## config.mk

```make
export PLATFORM = sky130hd
export DESIGN_NAME = ctrl_decoder
export DESIGN_NICKNAME = d
export VERILOG_FILES = /design/src/rtl/ctrl_decoder.sv
export SDC_FILE = /design/constraint.sdc
export NUM_CORES = 1
export LEC_CHECK = 0
export BUFFER_PORTS_ARGS = -buffer_cell sky130_fd_sc_hd__buf_2
export CORE_AREA = 2 2 39 41
export DETAILED_ROUTE_END_ITERATION = 7
export DIE_AREA = 0 0 41 43
export PLACE_DENSITY = 0.52
export SYNTH_ARGS = -nofsm -noshare
export SYNTH_HDL_FRONTEND = slang
export SYNTH_SLANG_ARGS = --single-unit
```

## constraint.sdc

```tcl
create_clock -name vclk -period 0.8
set_input_delay 0 -clock vclk [all_inputs]
set_output_delay 0 -clock vclk [all_outputs]
set_load 0.01 [all_outputs]
```

## src/rtl/ctrl_decoder.sv

```systemverilog
module ctrl_decoder (
  input  logic [5:0] opcode,
  input  logic [5:0] funct,
  output logic       reg_dst,
  output logic       reg_wr,
  output logic       imm_sign,
  output logic       alu_src,
  output logic       mem_rd,
  output logic       mem_wr,
  output logic       mem_to_reg,
  output logic       br_eq,
  output logic       br_ne,
  output logic       jump,
  output logic [3:0] alu_ctl
);

  localparam logic [5:0] OP_REG  = 6'h00;
  localparam logic [5:0] OP_JMP  = 6'h02;
  localparam logic [5:0] OP_BEQ  = 6'h04;
  localparam logic [5:0] OP_BNE  = 6'h05;
  localparam logic [5:0] OP_ADDI = 6'h08;
  localparam logic [5:0] OP_SLTI = 6'h0A;
  localparam logic [5:0] OP_ANDI = 6'h0C;
  localparam logic [5:0] OP_ORI  = 6'h0D;
  localparam logic [5:0] OP_XORI = 6'h0E;
  localparam logic [5:0] OP_LW   = 6'h23;
  localparam logic [5:0] OP_SW   = 6'h2B;

  localparam logic [3:0] ALU_ADD = 4'b0000;
  localparam logic [3:0] ALU_SUB = 4'b0010;
  localparam logic [3:0] ALU_AND = 4'b0100;
  localparam logic [3:0] ALU_OR  = 4'b0101;
  localparam logic [3:0] ALU_XOR = 4'b0110;
  localparam logic [3:0] ALU_SLT = 4'b1010;

  typedef enum logic [2:0] {
    CLS_ADD, CLS_SUB, CLS_FUNCT, CLS_AND, CLS_OR, CLS_XOR, CLS_SLT
  } alu_cls_e;

  alu_cls_e alu_cls;

  always_comb begin
    reg_dst    = 1'b0;
    reg_wr     = 1'b0;
    imm_sign   = 1'b1;
    alu_src    = 1'b0;
    mem_rd     = 1'b0;
    mem_wr     = 1'b0;
    mem_to_reg = 1'b0;
    br_eq      = 1'b0;
    br_ne      = 1'b0;
    jump       = 1'b0;
    alu_cls    = CLS_ADD;
    case (opcode)
      OP_REG: begin
        reg_dst = 1'b1;
        reg_wr  = 1'b1;
        alu_cls = CLS_FUNCT;
      end
      OP_JMP: begin
        alu_src = 1'b1;
        jump    = 1'b1;
      end
      OP_BEQ: begin
        br_eq   = 1'b1;
        alu_cls = CLS_SUB;
      end
      OP_BNE: begin
        br_ne   = 1'b1;
        alu_cls = CLS_SUB;
      end
      OP_ADDI: begin
        reg_wr  = 1'b1;
        alu_src = 1'b1;
      end
      OP_SLTI: begin
        reg_wr  = 1'b1;
        alu_src = 1'b1;
        alu_cls = CLS_SLT;
      end
      OP_ANDI: begin
        reg_wr   = 1'b1;
        alu_src  = 1'b1;
        imm_sign = 1'b0;
        alu_cls  = CLS_AND;
      end
      OP_ORI: begin
        reg_wr   = 1'b1;
        alu_src  = 1'b1;
        imm_sign = 1'b0;
        alu_cls  = CLS_OR;
      end
      OP_XORI: begin
        reg_wr   = 1'b1;
        alu_src  = 1'b1;
        imm_sign = 1'b0;
        alu_cls  = CLS_XOR;
      end
      OP_LW: begin
        reg_wr     = 1'b1;
        alu_src    = 1'b1;
        mem_rd     = 1'b1;
        mem_to_reg = 1'b1;
      end
      OP_SW: begin
        alu_src = 1'b1;
        mem_wr  = 1'b1;
      end
      default: ;
    endcase
  end

  always_comb begin
    case (alu_cls)
      CLS_FUNCT: alu_ctl = funct[3:0];
      CLS_SUB:   alu_ctl = ALU_SUB;
      CLS_AND:   alu_ctl = ALU_AND;
      CLS_OR:    alu_ctl = ALU_OR;
      CLS_XOR:   alu_ctl = ALU_XOR;
      CLS_SLT:   alu_ctl = ALU_SLT;
      default:   alu_ctl = ALU_ADD;
    endcase
  end

endmodule

```

# Yosys cells after proc, flatten, opt, wreduce, memory -nomap -nowiden
# Index checks and enable logic that the tools add are counted.
dict set report classes {
  n_eq_ne 16
  mux 11
  n_reduce_logical 5
}
# operator n
set op_table {}
lappend op_table {{== test 6 x 4 -> 1 bit (second input constant)} 5}
lappend op_table {{one-hot mux 4 bit (6 select lines)} 1}
lappend op_table {{one-hot mux 3 bit (6 select lines)} 1}
lappend op_table {{== test 6 x 3 -> 1 bit (second input constant)} 2}
lappend op_table {{== test 6 bit (second input constant)} 2}
lappend op_table {{== test 3 bit (second input constant)} 3}
lappend op_table {{2-to-1 mux 1 bit} 9}
lappend op_table {{OR reduction 8 bit} 1}
lappend op_table {{OR reduction 7 bit} 1}
lappend op_table {{== test 3 x 2 -> 1 bit (second input constant)} 2}
lappend op_table {{== test 6 x 2 -> 1 bit (second input constant)} 1}
lappend op_table {{zero test 6 bit} 1}
lappend op_table {{== test 3 x 1 -> 1 bit (second input constant)} 1}
lappend op_table {{OR reduction 3 bit} 1}
lappend op_table {{OR reduction 2 bit} 1}
dict set report word_totals {
  ff_bits 0
  in_bits 12
  out_inout_bits 14
  word_cells 32
}

# Longest topological paths before layout
# Gate-level depths: netlist (run 1).
dict set report logic_depth {
  word_depth 5
  ltp_mapped 5
  ltp_nobuf 3
}

# Least setup slack after synthesis (run 1)
# Ideal clock, no wire load.
dict set report synth_timing {
  path_type {input to output}
  startpoint {in opcode[4]}
  endpoint {out reg_dst}
  t_arrival_ns 0.815
  required_ns 0.800
  slack_ns -0.015
  stages 3
  n_path_buf 1
  cell_sequence {clkbuf_2 or3_1 nor4_1}
}
dict set report synth_via {
  elab_chain_len 2
}
# element line
set synth_lines {}
lappend synth_lines {{start: declaration} 2} ;# input logic [5:0] opcode,
lappend synth_lines {{zero test 6 bit} 54} ;# case (opcode)
lappend synth_lines {{2-to-1 mux 1 bit} 54}
lappend synth_lines {{end: declaration} 4} ;# output logic reg_dst,
# No other way between the ends.

# Worst setup path after layout (run 1)
dict set report layout_timing {
  startpoint {in opcode[3]}
  endpoint {out alu_ctl[1]}
}
dict set report layout_via {
  elab_chain_len 5
  elab_cells_between_ends 16
  cone_classes {eq/ne: 12; mux: 2; reduce/logical: 2}
}
# element line
set layout_lines {}
lappend layout_lines {{== test 6 x 3 -> 1 bit} 54}
lappend layout_lines {{OR reduction 2 bit (no source line)} n/a}
lappend layout_lines {{one-hot mux 3 bit (6 select lines) *} 54}
lappend layout_lines {{== test 3 bit, or another cell as far along} 114} ;# case (alu_cls)
lappend layout_lines {{one-hot mux 4 bit (6 select lines) *} 114}
lappend layout_lines {{end: declaration} 14} ;# output logic [3:0] alu_ctl
# Mark *: on every way between the ends. The rest lies on a longest branch, timed or not.

==> results of run 1 <==
cell families after synthesis:
group / after synthesis / share of synthesized area (%)
AO/OA/AOI/OAI: 9 / 21.1
buffers and inverters: 6 / 16.4
AND/OR/NAND/NOR: 29 / 62.4
stage by stage:
step | worst slack (ns) | TNS [ns] | power, mW | instances
2_1_floorplan | 0.00246 | 0 | 0.0968 | 44
3_3_place_gp | -0.0807 | -0.312 | 0.181 | 89
3_5_place_dp | -0.109 | -0.346 | 0.182 | 89
4_1_cts | -0.0621 | -0.0775 | 0.209 | 89
5_1_grt | -0.103 | -0.166 | 0.242 | 89
6_report | -0.0545 | -0.0545 | 0.220 | 89
cell usage in the layout, fill, tap and decap left out, types with 3 or more instances in the layout:
cell and instances:
sky130_fd_sc_hd__nor2_2 4, sky130_fd_sc_hd__buf_4 10, sky130_fd_sc_hd__a31oi_1 3, sky130_fd_sc_hd__buf_6 5, sky130_fd_sc_hd__nand2_1 4, sky130_fd_sc_hd__buf_2 19, sky130_fd_sc_hd__nand3_1 3, sky130_fd_sc_hd__and3_1 3
worst max-delay path by stage:
stage                       to  slack [ns]  cells after the start
floorplan           alu_ctl[3]       0.002                      3
global placement    alu_ctl[3]       -0.08                      4
detailed placement  alu_ctl[1]       -0.11                      5
CTS                 alu_ctl[1]       -0.06                      5
global route        alu_ctl[1]       -0.10                      5
finish              alu_ctl[1]       -0.05                      5
final cells by class:
| cell class | instances | area (um^2) |
|---|---|---|
| tap | 16 | 20.0 |
| fill | 160 | 848 |
| timing repair buffer | 35 | 241 |
| multi-input combinational | 38 | 274 |
metal layers:
layer | up-vias | global-route usage [%]
met3 | 0 | 0
li1 | 219 | -
met1 | 194 | 16.1
met2 | 14 | 18.4
met5 | - | 0
met4 | 0 | 0
critical path: stages:
cell and delay (ns):
sky130_fd_sc_hd__buf_8 0.11, sky130_fd_sc_hd__or3b_1 0.38, sky130_fd_sc_hd__a21oi_2 0.13, sky130_fd_sc_hd__o21a_1 0.12
sky130_fd_sc_hd__buf_2 0.12
power by group through the flow:
stage	registers [mW]	logic (mW)	clock network [mW]
CTS	0	0.209	0
floorplan	0	0.0968	0
global placement	0	0.181	0
global route	0	0.242	0
finish	0	0.220	0
detailed placement	0	0.182	0
what timing repair did:
action | in CTS | in global routing
hold buffers | 0 | 0
setup endpoints to repair | 9 | 11
pin swaps | 6 | 2
resized for setup | 15 | 7
hold endpoints to repair | 0 | 0
==> results.md, run 1 <==
| Step | Item | This run |
| --- | --- | --- |
| drt | WL met1 | 413 um |
| drt | Iteration count of the initial detailed-routing pass | 4 |
| global route | Final global-route overflow total | 0 |
| global route | Wire length of the first global-routing pass | 1.46 mm |
| hold path | HP Class | input pin to output port |
| global route | GRT Overall Usage | 11.0% |
| cells and area | Layout-stage area growth over the synthesis result | 101% |
| pwr | Switching pwr | 0.105 mW |
| place | Placer congestion estimate | 0.740 |
| place | IO buf count | 24 |
| sta | Worst Hold Slack | 0.339 ns |
| drt | Routed wire length | 928 um |
| worst setup path | Type of the setup path with the least slack | input pin to output port |
| worst setup path | Max FO, Critical Path | 6 |
| sta | Slew Limit Fails | 0 |
| worst setup path | Required time of the worst setup path | 0.80 ns |
| worst setup path | Critical Path Start Type | input pin |
| cells and area | Storage cell area | 0 um^2 |
| floorplan | DIE AREA | 0.00176 mm^2 |
| synthesis | Number of warnings issued by yosys | 0 |
| synthesis | Count of mapped cells out of synthesis | 44 |
| drt | Detail Route Antenna Nets | 0 |
| drt | Detail Route met2 WL | 451 um |
| sta | Minimum period implied by the final worst setup slack | 0.855 ns |
| drt | Highest metal layer with signal wires | met3 |
| floorplan | Y dimension of the die | 43 um |
| run | Number of maximum-capacitance violations | 0 |
| drt | Via count | 427 |
| synthesis | Unique masters post-synth | 24 |
| cells and area | Diode insertion count for antenna repair | 0 |
| place | Final HPWL DP | 730 um |
| sta | Hold Vio Cnt, Final | 0 |
| sta | Period utilization | 107% |
| synthesis | Portion of synthesized cell area occupied by the leading cell type | 9.86% |
| cells and area | Share of the core filled with cells in the final layout | 38.7% |
| hold path | Worst hold path startpoint | funct[2] |
| pwr | Ratio of total power to cell area | 412 mW/mm^2 |
| drt | Routed vias/inst | 4.80 |
| sta | Final Worst Setup Slack | -0.0545 ns |
| synthesis | Post-Syn Nets | 56 |
| synthesis | Post-synth top cells | sky130_fd_sc_hd__nor2_1 (7), sky130_fd_sc_hd__nand2_1 (4) |
| hold path | Hold Path Stages | 4 |
| worst setup path | CP endpoint kind | output port |
| place | Post-Place Cell Area | 458 um^2 |
| clock tree | Setup fix buffers added after clock tree synthesis | 0 |
| synthesis | Post-Synthesis Cell Area | 267 um^2 |
| floorplan | Die outline width | 41 um |
| worst setup path | Crit. Startpoint | opcode[3] |
| global route | Largest net degree at the start of global routing | 10 |
| worst setup path | Arrival time at the worst endpoint | 0.85 ns |
| cells and area | Finished Cell Area | 536 um^2 |
| drt | Average detailed-routed wire length per instance | 10.4 um |
| drt | DRC violation count after routing | 0 |
| cells and area | Nets@finish | 87 |
| floorplan | Placeable Area | 0.00138 mm^2 |
| pwr | Standby leakage power | 0.254 nW |
| hold path | Hold EP | alu_ctl[2] |
| floorplan | # IOs | 26 |
| sta | Fmax | 1170 MHz |
| sta | Setup repair after global routing missed its margin | yes |
| cells and area | Fraction of final layout cells with drive strength greater than 1 | 67.1% |
| pwr | Max VDD drop | 180 uV |
| pwr | Fraction of power consumed by sequential logic | 0% |
| pwr | Sw Share | 47.8% |
| pwr | Internal power contribution | 0.115 mW |
| status | Failing checks | setup timing |
| synthesis | Most instantiated library cell after synthesis | sky130_fd_sc_hd__nor2_1 |
| floorplan | Cell row count | 14 |
| global route | Initial antenna violation count | 0 |
| synthesis | Cell taking the most area after synthesis | sky130_fd_sc_hd__nor2_1 |
| sta | Slew at the pin closest to its max-slew limit | 0.192 ns |
| sta | Number of endpoints failing setup at the final stage | 1 |
| floorplan | Initial standard-cell utilization of the core | 19.3% |
| cells and area | Flip-flop and latch count | 0 |
| pwr | Comb power frac | 100.0% |
| drt | Iteration-0 DRC Markers | 4 |
| global route | Vias in the first global route | 352 |
| pwr | Share of power burned in the clock network | 0% |
| sta | Relative max-transition margin | 87.1% |
| cells and area | Layout clock buffers | 0 |
| status | Outcome | complete, but fails checks |
| synthesis | Leading cell types by total area after synthesis | sky130_fd_sc_hd__nor2_1 (9.9%), sky130_fd_sc_hd__buf_4 (8.5%), sky130_fd_sc_hd__a31oi_1 (7.0%) |
| drt | Routed length on met3 | 63 um |
| synthesis | Per-instance average area after synthesis | 6.06 um^2 |
| synthesis | Portion of the post-synthesis area used by sequential elements | 0% |
(Power assumes the default switching activity.)
==> inputs of run 2 (changes only) <==
--- a/config.mk
+++ b/config.mk
@@ -6,10 +6,12 @@
 export NUM_CORES = 1
 export LEC_CHECK = 0
 export BUFFER_PORTS_ARGS = -buffer_cell sky130_fd_sc_hd__buf_2
+export CELL_PAD_IN_SITES_DETAIL_PLACEMENT = 0
+export CELL_PAD_IN_SITES_GLOBAL_PLACEMENT = 1
 export CORE_AREA = 2 2 39 41
 export DETAILED_ROUTE_END_ITERATION = 7
 export DIE_AREA = 0 0 41 43
-export PLACE_DENSITY = 0.52
+export PLACE_DENSITY = 0.77
 export SYNTH_ARGS = -nofsm -noshare
 export SYNTH_HDL_FRONTEND = slang
 export SYNTH_SLANG_ARGS = --single-unit
==> constraint.sdc (replaced) <==
create_clock -name vclk -period 1.08
set_input_delay 0 -clock vclk [all_inputs]
set_output_delay 0 -clock vclk [all_outputs]
set_load 0.01 [all_outputs]
==> run 2 against run 1 <==
Net effect: the flow now finishes without violations; cell count shrank 11%; critical path depth did not move; clock-buffer cell count did not move; worst hold slack lost 0.0052 ns; critical path type unchanged; largest cell class unchanged.
==> results.md, run 2 (synthesized netlist as in run 1, its figures left out) <==
| Step | Item | This run | Change |
| --- | --- | --- | --- |
| cells and area | Diode insertion count for antenna repair | 0 | unchanged |
| sta | Number of endpoints failing setup at the final stage | 0 | was 1 |
| cells and area | Storage cell area | 0 um^2 | unchanged |
| cells and area | Nets@finish | 77 | was 87 |
| hold path | Worst hold path startpoint | funct[3] | was funct[2] |
| drt | Iteration count of the initial detailed-routing pass | 4 | unchanged |
| worst setup path | Required time of the worst setup path | 1.08 ns | was 0.80 ns |
| floorplan | Y dimension of the die | 43 um | unchanged |
| status | Outcome | complete, no violations | was complete, but fails checks |
| drt | Iteration-0 DRC Markers | 8 | was 4 |
| sta | Final sum of negative setup slack | 0 ns | was -0.0545 ns |
| cells and area | Post-Layout Cell Count | 79 | was 89 |
| cells and area | Layout clock buffers | 0 | unchanged |
| place | Placer congestion estimate | 0.741 | was 0.740 |
| cells and area | Layout-stage area growth over the synthesis result | 39.0% | was 101% |
| pwr | Standby leakage power | 0.188 nW | was 0.254 nW |
| sta | Setup repair after global routing missed its margin | no | was yes |
| sta | Relative max-transition margin | 83.5% | was 87.1% |
| place | Post-Place Cell Area | 370 um^2 | was 458 um^2 |
| drt | Detail Route Antenna Nets | 0 | unchanged |
| place | Final HPWL DP | 642 um | was 730 um |
| cells and area | Finished Cell Area | 370 um^2 | was 536 um^2 |
| sta | Slew at the pin closest to its max-slew limit | 0.245 ns | was 0.192 ns |
| cells and area | Flip-flop and latch count | 0 | unchanged |
| drt | Routed wire length | 805 um | was 928 um |
| floorplan | Initial standard-cell utilization of the core | 19.3% | unchanged |
| floorplan | Placeable Area | 0.00138 mm^2 | unchanged |
| place | IO buf count | 24 | unchanged |
| floorplan | # IOs | 26 | unchanged |
| sta | Period utilization | 86.7% |  |
| drt | Routed vias/inst | 4.87 | was 4.80 |
| floorplan | Die outline width | 41 um | unchanged |
| drt | Average detailed-routed wire length per instance | 10.2 um | was 10.4 um |
| worst setup path | Capture point of the worst path | alu_ctl[1] | unchanged |
| sta | Minimum period implied by the final worst setup slack | 0.937 ns |  |
| clock tree | Number of gates given a new drive strength after cts | 0 | was 15 |
| global route | GRT Overall Usage | 9.29% | was 11.0% |
| clock tree | Setup fix buffers added after clock tree synthesis | 0 | unchanged |
| cells and area | Most common library cell in the layout ignoring fill and taps | sky130_fd_sc_hd__buf_2 | unchanged |
| global route | Vias in the first global route | 297 | was 352 |
| worst setup path | Arrival time at the worst endpoint | 0.94 ns | was 0.85 ns |
| drt | Via count | 385 | was 427 |
| worst setup path | Max FO, Critical Path | 11 | was 6 |
| floorplan | DIE AREA | 0.00176 mm^2 | unchanged |
| drt | DRC violation count after routing | 0 | unchanged |
| clock tree | Number of buffers inserted by hold repair at cts | 0 | unchanged |
| cells and area | Most frequent cells in the layout | sky130_fd_sc_hd__buf_2 (24), sky130_fd_sc_hd__nor2_1 (7), sky130_fd_sc_hd__nand2_1 (4) | was sky130_fd_sc_hd__buf_2 (19), sky130_fd_sc_hd__buf_4 (10), sky130_fd_sc_hd__buf_6 (5) |
| global route | Wire length of the first global-routing pass | 1.26 mm | was 1.46 mm |
| sta | Hold Vio Cnt, Final | 0 | unchanged |
| sta | Fmax | 1070 MHz |  |
| global route | Largest net degree at the start of global routing | 14 | was 10 |
| pwr | Max VDD drop | 74.3 uV | was 180 uV |
| worst setup path | Type of the setup path with the least slack | input pin to output port | unchanged |
| floorplan | Cell row count | 14 | unchanged |
| global route | Final global-route overflow total | 0 | unchanged |
| sta | Worst Hold Slack | 0.333 ns | was 0.339 ns |
| place | Count of placed standard cells including taps | 79 | was 89 |
| pwr | Ratio of total power to cell area | 276 mW/mm^2 | was 412 mW/mm^2 |
| sta | Slew Limit Fails | 0 | unchanged |
| worst setup path | Crit. Startpoint | opcode[1] | was opcode[3] |
| run | Number of maximum-capacitance violations | 0 | unchanged |
| worst setup path | CP endpoint kind | output port | unchanged |
| worst setup path | Critical Path Start Type | input pin | unchanged |
| global route | Initial antenna violation count | 0 | unchanged |
| hold path | HP Class | input pin to output port | unchanged |
| cells and area | Fraction of final layout cells with drive strength greater than 1 | 42.9% | was 67.1% |
-- run 2: final cells by class --
| cell class | instances | area (um^2) |
|---|---|---|
| Multi-Input combinational cell | 38 | 223 |
| Fill cell | 166 | 1010 |
| Tap cell | 16 | 20.0 |
| Timing Repair Buffer | 25 | 128 |
-- run 2: critical path, cell delays in order --
cell                      delay, ns
sky130_fd_sc_hd__buf_2         0.16
sky130_fd_sc_hd__or3b_1        0.38
sky130_fd_sc_hd__a21oi_1       0.16
sky130_fd_sc_hd__o21a_1        0.12
sky130_fd_sc_hd__buf_2         0.12
-- run 2: power by group --
part           switching (mW)  leakage [nW]  internal (mW)
clock                       0             0              0
combinational          0.0603         0.188         0.0418
sequential                  0             0              0
total                  0.0603         0.188         0.0418
-- run 2: through the flow --
step	util, %	setup WS (ns)	power, mW
after floorplan	-	0.265	0.0690
after global placement	26.8	0.147	0.102
after detailed placement	26.8	0.125	0.103
after CTS	26.8	0.126	0.103
after global routing	26.8	0.0552	0.113
final	26.8	0.143	0.102
-- run 2: how the worst min path moves through the flow --
stage | to | slack [ns] | cells past startpoint
after floorplan | alu_ctl[0] | 0.05 | 1
after global placement | alu_ctl[3] | 0.34 | 4
after detailed placement | alu_ctl[3] | 0.33 | 4
after CTS | alu_ctl[3] | 0.33 | 4
after global routing | reg_wr | 0.36 | 3
final | alu_ctl[3] | 0.33 | 4
-- run 2: routing by layer --
layer  track usage [%]  up-vias  part of all wire, %
li1                  -      201                    -
met1              14.6      169                   45
met2              14.7       15                   48
met3                 0        0                  6.8
met4                 0        0                    0
met5                 0        -                    0
==> inputs of run 3 (changes only) <==
--- a/config.mk
+++ b/config.mk
@@ -11,7 +11,7 @@
 export CORE_AREA = 2 2 39 41
 export DETAILED_ROUTE_END_ITERATION = 7
 export DIE_AREA = 0 0 41 43
-export PLACE_DENSITY = 0.77
+export PLACE_DENSITY = 0.8
 export SYNTH_ARGS = -nofsm -noshare
 export SYNTH_HDL_FRONTEND = slang
 export SYNTH_SLANG_ARGS = --single-unit
==> constraint.sdc (replaced) <==
create_clock -name vclk -period 0.8
set_input_delay 0 -clock vclk [all_inputs]
set_output_delay 0 -clock vclk [all_outputs]
set_load 0.01 [all_outputs]
==> run 3 against run 2 <==
Net effect: the run now ends with setup timing left; worst hold slack got worse by 0.077 ns; largest power group unchanged; power increased by 140%; clock-buffer cell count unchanged; critical path type unchanged; sequential share of layout area unchanged.
==> results.md, run 3 (synthesized netlist as in run 1, its figures left out) <==
| Step | Item | This run | Change |
| --- | --- | --- | --- |
| sta | Hold Vio Cnt, Final | 0 | unchanged |
| pwr | Internal power contribution | 0.136 mW | was 0.0418 mW |
| global route | Initial antenna violation count | 0 | unchanged |
| place | Minimum setup slack after placement | -0.0890 ns | was 0.125 ns |
| sta | Slew Limit Fails | 0 | unchanged |
| global route | Vias in the first global route | 380 | was 297 |
| pwr | Standby leakage power | 0.280 nW | was 0.188 nW |
| floorplan | DIE AREA | 0.00176 mm^2 | unchanged |
| sta | Setup repair after global routing missed its margin | yes | was no |
| global route | Wire length of the first global-routing pass | 1.55 mm | was 1.26 mm |
| floorplan | Y dimension of the die | 43 um | unchanged |
| status | Failing checks | setup timing |  |
| sta | Period utilization | 105% |  |
| sta | Worst Hold Slack | 0.256 ns | was 0.333 ns |
| pwr | Sw Share | 45.1% | was 59.1% |
| worst setup path | Type of the setup path with the least slack | input pin to output port | unchanged |
| cells and area | Finished Cell Area | 587 um^2 | was 370 um^2 |
| sta | Number of endpoints failing setup at the final stage | 3 | was 0 |
| cells and area | Diode insertion count for antenna repair | 0 | unchanged |
| status | Outcome | complete, but fails checks | was complete, no violations |
| place | Post-Place Cell Area | 465 um^2 | was 370 um^2 |
| global route | Met2 Usage GRT | 20.0% | was 14.7% |
| clock tree | Setup fix buffers added after clock tree synthesis | 0 | unchanged |
| global route | Final global-route overflow total | 0 | unchanged |
| drt | Routed vias/inst | 4.79 | was 4.87 |
| drt | DRC violation count after routing | 0 | unchanged |
| sta | Fmax | 1190 MHz |  |
| hold path | HP Class | input pin to output port | unchanged |
| cells and area | Layout clock buffers | 0 | unchanged |
| drt | Via count | 431 | was 385 |
| pwr | Share of power burned in the clock network | 0% | about the same |
| floorplan | # IOs | 26 | unchanged |
| clock tree | Number of buffers inserted by hold repair at cts | 0 | unchanged |
| sta | Slew at the pin closest to its max-slew limit | 0.197 ns | was 0.245 ns |
| run | Number of maximum-capacitance violations | 0 | unchanged |
| worst setup path | Arrival time at the worst endpoint | 0.84 ns | was 0.94 ns |
| floorplan | Initial standard-cell utilization of the core | 19.3% | unchanged |
| pwr | Ratio of total power to cell area | 424 mW/mm^2 | was 276 mW/mm^2 |
| place | Placer congestion estimate | 0.808 | was 0.741 |
| place | Final HPWL DP | 766 um | was 642 um |
| pwr | Max VDD drop | 168 uV | was 74.3 uV |
| cells and area | Nets@finish | 88 | was 77 |
| worst setup path | Max FO, Critical Path | 7 | was 11 |
| sta | Relative max-transition margin | 86.8% | was 83.5% |
| cells and area | Most frequent cells in the layout | sky130_fd_sc_hd__buf_2 (19), sky130_fd_sc_hd__buf_4 (9), sky130_fd_sc_hd__nor2_2 (4), sky130_fd_sc_hd__buf_6 (4) | was sky130_fd_sc_hd__buf_2 (24), sky130_fd_sc_hd__nor2_1 (7), sky130_fd_sc_hd__nand2_1 (4) |
| floorplan | Cell row count | 14 | unchanged |
| cells and area | Fraction of final layout cells with drive strength greater than 1 | 67.6% | was 42.9% |
| pwr | Switching pwr | 0.112 mW | was 0.0603 mW |
| sta | Minimum period implied by the final worst setup slack | 0.843 ns |  |
| global route | Routing usage on met3 | 1.05% | was 0% |
| drt | Detail Route Antenna Nets | 0 | unchanged |
| global route | GRT Overall Usage | 11.5% | was 9.29% |
| cells and area | Layout-stage area growth over the synthesis result | 120% | was 39.0% |
| sta | Final Worst Setup Slack | -0.0430 ns | was 0.143 ns |
| pwr | Comb power frac | 100.0% | about the same |
| cells and area | Flip-flop and latch count | 0 | unchanged |
| global route | Most heavily used metal layer in global routing | met2 | unchanged |
| place | IO buf count | 24 | unchanged |
| drt | Average detailed-routed wire length per instance | 11.1 um | was 10.2 um |
| worst setup path | CP endpoint kind | output port | unchanged |
| global route | Global routing met1 resource utilization | 15.5% | was 14.6% |
| worst setup path | Critical Path Start Type | input pin | unchanged |
| sta | Final sum of negative setup slack | -0.0826 ns | was 0 ns |
| floorplan | Placeable Area | 0.00138 mm^2 | unchanged |
| drt | Iteration-0 DRC Markers | 2 | was 8 |
| cells and area | Most common library cell in the layout ignoring fill and taps | sky130_fd_sc_hd__buf_2 | unchanged |
| global route | Largest net degree at the start of global routing | 9 | was 14 |
| drt | Routed wire length | 1.00 mm | was 805 um |
| pwr | Fraction of power consumed by sequential logic | 0% | about the same |
| cells and area | Storage cell area | 0 um^2 | unchanged |
| worst setup path | Required time of the worst setup path | 0.80 ns | was 1.08 ns |
| drt | Iteration count of the initial detailed-routing pass | 4 | unchanged |
| floorplan | Die outline width | 41 um | unchanged |
==> run 3: final timing paths <==
path,from,end,slack (ns),cells past startpoint
setup / recovery,opcode[1],alu_ctl[1],-0.04,5
hold / removal,opcode[5],alu_ctl[0],0.26,3
==> run 3: per-layer routing <==
metal / vias up / wire (um)
met5: - / 0
met1: 197 / 427
li1: 222 / -
met4: 0 / 0
met3: 0 / 71
met2: 12 / 500
==> run 3: worst max-delay path: stages <==
cell and delay [ns]:
sky130_fd_sc_hd__buf_8 0.11, sky130_fd_sc_hd__or3b_1 0.36, sky130_fd_sc_hd__a21oi_1 0.15, sky130_fd_sc_hd__o21a_1 0.11, sky130_fd_sc_hd__buf_2 0.12
==> run 3: layout make-up <==
type | instances | area [um^2]
well taps | 16 | 20.0
fillers | 145 | 797
repair buffers | 36 | 278
multi-input cells | 38 | 289
==> run 3: through the flow <==
stage               utilization (%)  std cells  power, mW
finish                         42.4         90      0.249
floorplan                         -         44     0.0968
CTS                            40.0         90      0.232
detailed placement             33.6         90      0.185
global placement               33.6         90      0.183
global route                   42.4         90      0.269
==> run 3: power groups by stage <==
stage	Clock (mW)	Sequential (mW)	Combinational, mW
after floorplan	0	0	0.0968
after global placement	0	0	0.183
after detailed placement	0	0	0.185
after CTS	0	0	0.232
after global routing	0	0	0.269
final	0	0	0.249
==> run 3: repair_timing <==
action / in CTS / in global routing
endpoints found under the setup margin: 10 / 11
cloned: 0 / 0
gates resized for setup: 24 / 9
pin swaps: 7 / 6
